===== config.mk =====
export PLATFORM = sky130hd
export DESIGN_NAME = pwm_reload_timer
export DESIGN_NICKNAME = d
export VERILOG_FILES = /design/src/rtl/pwm_reload_timer.sv
export SDC_FILE = /design/constraint.sdc
export NUM_CORES = 1
export LEC_CHECK = 0
export ABC_AREA = 1
export BUFFER_PORTS_ARGS = -buffer_cell sky130_fd_sc_hd__buf_2
export CORE_ASPECT_RATIO = 1.5
export CORE_UTILIZATION = 44
export CTS_CLUSTER_SIZE = 10
export DETAILED_ROUTE_END_ITERATION = 10
export GPL_ROUTABILITY_DRIVEN = 0
export MAX_ROUTING_LAYER = met4
export PLACE_DENSITY_LB_ADDON = 0.08
export SYNTH_ARGS = -nofsm -noshare
export SYNTH_HDL_FRONTEND = slang
export SYNTH_SLANG_ARGS = --single-unit

===== constraint.sdc =====
create_clock -name clk -period 2.5 [get_ports clk]
set_input_delay 0 -clock clk [delete_from_list [all_inputs] [get_ports clk]]
set_output_delay 0 -clock clk [all_outputs]
set_load 0.05 [all_outputs]

===== src/rtl/pwm_reload_timer.sv =====
module pwm_reload_timer #(
  parameter int W = 8
) (
  input  logic         clk,
  input  logic         rst_n,
  input  logic         tick,
  input  logic         run,
  input  logic         pwm_en,
  input  logic [W-1:0] reload,
  input  logic [W-1:0] compare,
  output logic         pwm_out,
  output logic         cmp_irq,
  output logic         uf_pulse
);

  logic [W-1:0] cnt_q;
  logic [W-1:0] next_val;
  logic         step, uf_hit, cm_hit;
  logic         pwm_q, irq_q, uf_q;

  assign step     = run & tick;
  assign next_val = (cnt_q == '0) ? reload : cnt_q - 1'b1;
  assign uf_hit   = step & (cnt_q == '0);
  assign cm_hit   = step & pwm_en & (next_val == compare);

  always_ff @(posedge clk or negedge rst_n) begin
    if (!rst_n) begin
      cnt_q <= '0;
      uf_q  <= 1'b0;
      irq_q <= 1'b0;
      pwm_q <= 1'b0;
    end else begin
      if (step) cnt_q <= next_val;
      uf_q  <= uf_hit;
      irq_q <= cm_hit;
      if (!pwm_en)     pwm_q <= 1'b0;
      else if (uf_hit) pwm_q <= 1'b1;
      else if (cm_hit) pwm_q <= 1'b0;
    end
  end

  assign pwm_out  = pwm_q;
  assign cmp_irq  = irq_q;
  assign uf_pulse = uf_q;

  // an underflow pulse only follows a counted tick
  a_r2_uf_after_step: assert property (@(posedge clk) disable iff (!rst_n)
    uf_pulse |-> $past(tick && run));

  // compare interrupt only in PWM mode after a counted tick
  a_r4_irq_needs_mode: assert property (@(posedge clk) disable iff (!rst_n)
    cmp_irq |-> $past(pwm_en && run && tick));

  // underflow in PWM mode leaves the output high
  a_r6_uf_sets_out: assert property (@(posedge clk) disable iff (!rst_n)
    (uf_pulse && $past(pwm_en)) |-> pwm_out);

  // stopped timer holds output and makes no pulses
  a_r8_hold_stopped: assert property (@(posedge clk) disable iff (!rst_n)
    (!$past(run) && $past(pwm_en)) |-> ($stable(pwm_out) && !uf_pulse && !cmp_irq));

  // mode off forces output low
  a_r9_mode_off: assert property (@(posedge clk) disable iff (!rst_n)
    !$past(pwm_en) |-> (!pwm_out && !cmp_irq));

endmodule


## Word-level counts from Yosys, hierarchy flattened

Index checks and enable logic that the tools add are counted.

- Register bits after elaboration: 11
- Output and inout port bits: 3
- Logic and storage cells: 16

- Add/subtract/negate cells: 1
- Equality and inequality tests: 2
- Multiplexer cells: 4
- Bitwise logic cells: 4
- Reduce and logical (&&, ||, !) cells: 1

Operator list:

| kind | number |
|---|---|
| 8-bit == test | 1 |
| 8-bit zero test | 1 |
| 8-bit 2-to-1 mux | 1 |
| 8-bit by 1-bit subtractor with 8-bit output (second input constant) | 1 |
| 1-bit AND | 4 |
| 1-bit 2-to-1 mux | 3 |
| 3-bit by 1-bit inequality test with 1-bit output (second input constant) | 1 |

## Logic depth before layout (Yosys ltp)

Gate-level depths: netlist of run 1.

- Word-level depth: 7
- Mapped depth: 15
- Mapped depth without buffers: 15

## Worst setup path before layout of run 1

OpenSTA, ideal clock, no wires.

- Path type: flip-flop to flip-flop
- From: register cnt_q[0]
- To: register pwm_q (netlist: pwm_out)
- Library setup time: 116 ps
- Arrival: 1651 ps
- Required time: 2384 ps
- Path slack: 732 ps
- Cell stages (with the launch flop): 15
- Buffers on the path: 0
- Path through: dfrtp_1 > inv_1 > ha_1 > nand3_2 > inv_1 > nand2_4 > or2_1 > nand2_1 > nand2_1 > nand2_2 > nand2_1 > nor2_1 > nand2_1 > nand2_1 > nand2_1

- Longest elaborated chain between the ends: 5
- Elaborated cells between the ends (all ways): 9
- Classes of those cells: add/sub (1); eq/ne (2); mux (3); bitwise (2); reduce/logical (1)

Ends and longest elaborated chain:

| element | line | source |
|---|---|---|
| from (decl) | 16 | `logic [W-1:0] cnt_q;` |
| from (signal assigned) | 33 | `if (step) cnt_q <= next_val;` |
| 8-bit by 1-bit subtractor with 8-bit output or 8-bit zero test (tied branches) | 22, 23 |  |
| 8-bit 2-to-1 mux | 22 | `assign next_val = (cnt_q == '0) ? reload : cnt_q - 1'b1;` |
| 8-bit == test | 24 | `assign cm_hit = step & pwm_en & (next_val == compare);` |
| 1-bit AND | 24 |  |
| 3-bit by 1-bit inequality test with 1-bit output (no source line) | - |  |
| to (signal assigned) | 31 | `pwm_q <= 1'b0;` |
| to (signal assigned) | 36 | `if (!pwm_en) pwm_q <= 1'b0;` |
| to (signal assigned) | 37 | `else if (uf_hit) pwm_q <= 1'b1;` |
| to (decl) | 19 | `logic pwm_q, irq_q, uf_q;` |

Parallel ways exist; a longest one is shown, timed or not.
A chain may end at the register's enable or synchronous reset.

## Worst setup path in the final report of run 1

Ends and elaborated chain as after synthesis.

==> results of run 1 <==
==> registers in the layout, indices dropped and copies added (netlist names) <==
name and flops:
cmp_irq 1, uf_pulse 1, cnt_q 8, pwm_out 1
==> metal layers <==
layer	routed length, um	GRT usage	vias to the layer above
li1	-	-	535
met5	0	-	-
met1	1000	0.2606	448
met3	77	0.03717	5
met4	46	0.1000	0
met2	1193	0.4172	17
==> synth_stat cells (all sizes together) <==
| cell | instances | area (sq um) |
|---|---|---|
| nand2 | 60 | 247.7 |
| inv | 25 | 96.34 |
| nand3 | 21 | 110.1 |
| nor2 | 12 | 78.83 |
| dfrtp | 11 | 275.3 |
| o21ai | 8 | 40.04 |
| nand4 | 4 | 25.02 |
| nand3b | 3 | 22.52 |
| ha | 2 | 25.02 |
| or2 | 2 | 12.51 |
| a21oi | 1 | 5.000 |
| buf | 1 | 11.26 |
| clkbuf | 1 | 3.750 |
| nor3 | 1 | 10.01 |
| xnor2 | 1 | 8.760 |
| xor2 | 1 | 8.760 |
==> where the power goes <==
part | internal [mW] | switching [mW]
registers | 0.236 | 0.0785
logic | 0.268 | 0.496
clock network | 0.0621 | 0.0691
total | 0.565 | 0.644
==> kinds of logic after synthesis <==
| family | after synthesis |
|---|---|
| compound gates | 9 |
| xor+xnor | 2 |
| fa+ha+maj | 2 |
| buf+inv | 27 |
| flops | 11 |
| simple gates | 103 |
==> per-stage QoR <==
| stage | hold slack [ns] | worst slack, ns | power (mW) |
|---|---|---|---|
| after floorplan | -0.2956 | 0.7324 | 0.9245 |
| after global placement | -0.1072 | 0.6068 | 1.063 |
| after detailed placement | -0.1028 | 0.5163 | 1.080 |
| after CTS | 0.05669 | 0.4980 | 1.215 |
| after global routing | 0.09214 | 0.2676 | 1.342 |
| final | 0.04786 | 0.4983 | 1.209 |
==> worst max path at each step <==
stage | startpoint | to | slack (ns) | cells past startpoint
2_1_floorplan | cnt_q[0] | pwm_out | 0.73 | 14
4_1_cts | cnt_q[0] | pwm_out | 0.50 | 14
3_5_place_dp | cnt_q[0] | pwm_out | 0.52 | 14
5_1_grt | cnt_q[0] | pwm_out | 0.27 | 14
6_report | cnt_q[0] | pwm_out | 0.50 | 14
3_3_place_gp | cnt_q[0] | pwm_out | 0.61 | 14
==> cell type report <==
class	instances	area, sq um
Fill cell	219	897.1
Multi-Input combinational cell	116	594.3
Sequential cell	11	275.3
Timing Repair Buffer	25	135.1
Inverter	25	96.34
Tap cell	22	27.53
Clock buffer	4	26.28
==> critical path, cell delays in order, from the launching register on <==
cell and delay, ns:
dfrtp_1 0.39, inv_1 0.19, ha_1 0.20, nand3_2 0.14
inv_1 0.12, nand2_4 0.12, or2_1 0.25, nand2_1 0.09
nand2_1 0.06, nand2_2 0.06, nand2_1 0.05, nor2_1 0.08
nand2_1 0.05, nand2_1 0.05, nand2_1 0.04
==> what timing repair did <==
item / CTS / global route
resized for setup: 0 / 0
hold endpoints to repair: 12 / 0
hold buffers: 2 / 0
==> flow_metrics.env, run 1 <==
export IMPL_required_ns=2.68
export IMPL_worst_pin_slew_ns=0.3690
export IMPL_synthAdderAreaFrac=0.02551
export IMPL_ys_seq_elements=11
export IMPL_port_buffers=23
export IMPL_r2r_start="cnt_q[0]"
export IMPL_grt_pass1_vias=937
export IMPL_start_util=0.4780
export IMPL_fin_skew_ns=0.009571
export IMPL_fmax_ghz=0.4996
export IMPL_p_per_area_nw_per_um2=1047
export IMPL_grt_usage=0.2422
export IMPL_syn_to_final_growth_pct=17.73
export IMPL_cts_tree="yes"
export IMPL_start_kind="register"
export IMPL_irDropWorstVdd_mv=0.5523
export IMPL_syn_instance_count=154
export IMPL_fin_cells=203
export IMPL_final_util=0.5628
export IMPL_synthMuxAreaShare=0
export IMPL_dpl_cell_count=197
export IMPL_avgViaCountPerCell=4.951
export IMPL_final_common_cell="nand2_1"
export IMPL_grt_pass1_wl_um=3836
export IMPL_antenna_found_initial=0
export IMPL_grt_start_max_net_pins=15
export IMPL_core_area_sq_um=2052
export IMPL_wl_um=2317
export IMPL_firstDrtPassIters=3
export IMPL_status="complete, no violations"
export IMPL_fin_crit_sh=0.8007
export IMPL_yosys_warnings=0
export IMPL_die_area_sq_um=2426
export IMPL_clk_latency_ns=0.29
export IMPL_crit_path_max_fanout=14
export IMPL_rsz0062_at_grt="false"
export IMPL_postCtsSetupBuffers=0
export IMPL_clkTransAtPathRegs_ns=0.08
export IMPL_layout_drive_gt1_share=0.2155
export IMPL_ant_nets=0
export IMPL_syn_num_nets=177
export IMPL_vias=1005
export IMPL_synth_distinct_cells=24
export IMPL_synth_top_family_by_area="simple AND/OR/NAND/NOR gates"
export IMPL_dieWidth_um=40.55
export IMPL_slew_headroom=0.7534
export IMPL_synth_compound_area_share=0.04592
export IMPL_yosysSeqAreaShare=0.2806
export IMPL_htree_num_levels=1
export IMPL_fin_setup_tns_ns=0
export IMPL_drt_iter0_drc=27
export IMPL_rrSetupSlack_ns=0.50
export IMPL_holdPathStages=4
export IMPL_cts_root_buf="clkbuf_4"
export IMPL_arrival_ns=2.18
export IMPL_antennaDiodeCount=0
export IMPL_numClockSinks=11
export IMPL_dpl_instance_area_sq_um=1109
export IMPL_max_cap_viol_count=0
export IMPL_hp_class="input port to register"
export IMPL_drv_slew=0
export IMPL_p_leak_nw=0.6890
export IMPL_setup_violations_final=0
export IMPL_io_pins=24
export IMPL_wire_per_inst_um=11.41
export IMPL_worstSetupPathType="register to register"
export IMPL_cts_buffers=3
export IMPL_endpoint_kind="register"
export IMPL_rr_endpoint="pwm_out"
export IMPL_fin_crit_ns=2.002
export IMPL_hpwlAfterDp_um=1861
export IMPL_finalHoldViolCount=0
export IMPL_reg2regPathDepth=14
export IMPL_globalRouteOverflowTotal=0
export IMPL_fin_area_sq_um=1155
export IMPL_clockBufferDepth=2
export IMPL_avgSynthCellArea_sq_um=6.370
export IMPL_fin_nets=205
export IMPL_syn_area_sq_um=980.9
export IMPL_worstHoldStart="compare[7]"
export IMPL_synth_xor_area_share=0.01786
export IMPL_rows=20
export IMPL_drc=0
export IMPL_die_y_um=59.83
export IMPL_synth_simple_area_share=0.5166
export IMPL_mostFrequentLayoutCells="55 x nand2_1, 23 x inv_1, 23 x buf_2, 20 x nand3_1, 11 x dfrtp_1"
export IMPL_min_to="cmp_irq"
Power figures use the tool's default switching activity.
==> run 2: changes to the inputs <==
- ABC_AREA: 1 -> 0
- clock period: 2.5 -> 1.9 ns (I/O delays scaled with it)
==> run 2 against run 1 <==
  * The run now ends with setup timing left
  * Area after synthesis is 3.3% lower
  * Count of clock-buffer cells in the layout unchanged
  * Fmax is 18% lower
  * Design area up 23%
  * Sequential cell count unchanged
  * Worst hold slack improved by 0.016 ns
  * Setup slack lost 1.0 ns
  * Routed wire length up 47%
  * Register-to-register slack worse by 1.0 ns
  * Final cell count down 2.0%
  * Total power rose by 42%
  * Sequential share of layout area down 4.5 points
  * Critical path type unchanged
==> flow_metrics.env, run 2 <==
export IMPL_mostFrequentLayoutCells="36 x buf_4, 23 x buf_2, 11 x dfrtp_1, 10 x inv_1, 10 x a21oi_1"
export IMPL_cts_buffers=3
export IMPL_async_flop_share=1.000
export IMPL_start_kind="register"
export IMPL_final_common_cell="buf_4"
export IMPL_dieWidth_um=39.91
export IMPL_p_switching_uw=763.0
export IMPL_ys_seq_elements=11
export IMPL_yosys_warnings=0
export IMPL_r2r_start="cnt_q[0]"
export IMPL_holdPathStages=3
export IMPL_crit_path_max_fanout=6
export IMPL_rr_endpoint="pwm_out"
export IMPL_numClockSinks=11
export IMPL_synth_top_cells_by_area="dfrtp_1 29%, a21oi_1 5.8%, o21ai_0 5.3%"
export IMPL_required_ns=2.05
export IMPL_clk_latency_ns=0.28
export IMPL_wire_per_inst_um=17.09
export IMPL_p_comb_frac=0.666
export IMPL_synth_distinct_cells=44
export IMPL_dr_wl_met2_um=1858
export IMPL_synth_most_common_cell="inv_1"
export IMPL_start_util=0.4679
export IMPL_p_leak_nw=0.6801
export IMPL_avgViaCountPerCell=5.879
export IMPL_firstDrtPassIters=4
export IMPL_syn_instance_count=120
export IMPL_fin_nets=201
export IMPL_clkTransAtPathRegs_ns=0.07
export IMPL_irDropWorstVdd_mv=0.6739
export IMPL_io_pins=24
export IMPL_syn_num_nets=143
export IMPL_rrSetupSlack_ns=-0.53
export IMPL_cts_tree="yes"
export IMPL_timing_final_ws_setup_ns=-0.5334
export IMPL_syn_to_final_growth_pct=49.74
export IMPL_reg2regPathDepth=9
export IMPL_synth_top_cells_by_count="12 x inv_1, 11 x a21oi_1, 11 x dfrtp_1"
export IMPL_yosysSeqAreaShare=0.2902
export IMPL_p_per_area_nw_per_um2=1209
export IMPL_vias=1170
export IMPL_globalRouteOverflowTotal=0
export IMPL_pre_cts_slack_ns=-0.5183
export IMPL_worstHoldStart="reload[5]"
export IMPL_wl_met3_um=177
export IMPL_arrival_ns=2.59
export IMPL_rows=20
export IMPL_grt_pass1_vias=1187
export IMPL_fin_skew_ns=0.003356
export IMPL_antenna_found_initial=0
export IMPL_hpwlAfterDp_um=2544
export IMPL_grt_pass1_wl_um=5106
export IMPL_grt_usage=0.3316
export IMPL_cts_root_buf="clkbuf_4"
export IMPL_p_sw_frac=0.4446
export IMPL_fin_area_sq_um=1420
export IMPL_yosys_area_top_type="dfrtp_1"
export IMPL_drv_slew=0
export IMPL_fill_cells=177
export IMPL_drt_iter0_drc=55
export IMPL_synth_top_area_frac=0.2902
export IMPL_endpoint_kind="register"
export IMPL_die_y_um=58.86
export IMPL_grt_start_max_net_pins=12
export IMPL_antennaDiodeCount=0
export IMPL_status="finished, violations left"
export IMPL_max_cap_viol_count=0
export IMPL_syn_area_sq_um=948.4
export IMPL_ant_nets=0
export IMPL_synth_edf_count=0
export IMPL_seq_area_sq_um=275.3
export IMPL_seqPwrFrac=0.234
export IMPL_die_area_sq_um=2349
export IMPL_synth_flop_cell="dfrtp_1"
export IMPL_fmax_ghz=0.4109
export IMPL_fin_setup_tns_ns=-0.9438
export IMPL_slew_headroom=0.7625
export IMPL_worstSetupPathType="register to register"
export IMPL_clockBufferDepth=2
export IMPL_hp_class="input port to register"
export IMPL_fin_crit_sh=1.281
export IMPL_rsz0062_at_grt="true"
export IMPL_worst_pin_slew_ns=0.3547
export IMPL_htree_num_levels=1
export IMPL_routed_top_layer="met4"
export IMPL_wl_um=3400
export IMPL_setup_violations_final=3
export IMPL_min_to="cnt_q[5]"
export IMPL_dpl_instance_area_sq_um=1303
export IMPL_finalHoldViolCount=0
export IMPL_clock_power_share=0.100
export IMPL_avgSynthCellArea_sq_um=7.903
export IMPL_multi_input_area_sq_um=640.6
export IMPL_top_register="cnt_q"
export IMPL_core_area_sq_um=2027
export IMPL_fin_crit_ns=2.433
export IMPL_wirelength_met1_um=1196
export IMPL_layout_drive_gt1_share=0.4576
export IMPL_drc=0
export IMPL_violations="setup timing"
export IMPL_power_internal_uw=953.3
export IMPL_port_buffers=23
export IMPL_largest_reg_flops=8
-- run 2: changes by cell type after synthesis, moves of 3 or more --
cell,previous run,this run
nand4_1,4,1
o22ai_1,0,3
a31oi_1,0,3
nand3b_1,3,0
xor2_1,1,4
nand2_1,55,9
inv_1,23,12
a21oi_1,1,11
nand3_1,20,5
-- run 2: final cells by class --
cell class / count / share of cell area
repair buffers: 61 / 0.2855
inverters: 12 / 0.03172
well taps: 22 / 0.01938
multi-input cells: 89 / 0.4511
clock buffers: 4 / 0.01850
flip-flops and latches: 11 / 0.1938
-- run 2: worst max-delay path by stage --
stage / startpoint / end / depth (start not counted)
floorplan: cnt_q[0] / pwm_out / 10
global placement: cnt_q[0] / pwm_out / 8
detailed placement: cnt_q[1] / pwm_out / 9
CTS: cnt_q[0] / pwm_out / 9
global route: cnt_q[0] / pwm_out / 9
finish: cnt_q[0] / pwm_out / 9
-- run 2: stage by stage --
stage | utilization | hold slack [ns] | std cells | total power [mW]
global placement | 0.6426 | -0.1026 | 190 | 1.389
floorplan | - | -0.2956 | 120 | 0.9628
global route | 0.7006 | 0.09860 | 199 | 1.831
finish | 0.7006 | 0.06425 | 199 | 1.716
CTS | 0.6827 | 0.05460 | 198 | 1.647
detailed placement | 0.6426 | -0.1006 | 190 | 1.424
-- run 2: layer usage --
layer | vias to the layer above | global-route usage
met3 | 19 | 0.04528
met1 | 546 | 0.3294
met2 | 53 | 0.5737
li1 | 552 | -
met5 | - | -
met4 | 0 | 0.1921
-- run 2: kinds of logic (layout without fill, tap and decap cells) --
kind of cell | after synthesis | after routing | share of synthesized area
xor gates and xnor gates | 5 | 5 | 0.04617
and+or+nand+nor | 37 | 37 | 0.2137
muxes | 3 | 3 | 0.03430
buffers and inverters | 20 | 77 | 0.09893
AOI/OAI and AO/OA | 42 | 42 | 0.2902
DFF | 11 | 11 | 0.2902
adders and majority gates | 2 | 2 | 0.02638
-- run 2: worst max-delay path, stage by stage, from the launching register on --
cell and delay [ns]:
dfrtp_1 0.40, inv_2 0.09, ha_4 0.14, or4b_4 0.53
nand2_4 0.11, a21oi_2 0.07, a311oi_2 0.23, nand4_1 0.21
o41ai_2 0.42, a21boi_1 0.11
-- run 2: what timing repair did --
item,4_1_cts,5_1_grt
hold buffers,2,0
gates resized for setup,5,9
buffers inserted,2,1
cloned,0,0
pin swaps,5,5
setup endpoints to repair,2,6
hold endpoints to repair,12,0
-- run 2: power groups by stage --
| stage | registers, mW | logic [mW] | clock network [mW] |
|---|---|---|---|
| finish | 0.402 | 1.14 | 0.172 |
| global placement | 0.389 | 1.00 | 0 |
| floorplan | 0.376 | 0.587 | 0 |
| global route | 0.417 | 1.24 | 0.178 |
| detailed placement | 0.393 | 1.03 | 0 |
| CTS | 0.392 | 1.08 | 0.178 |
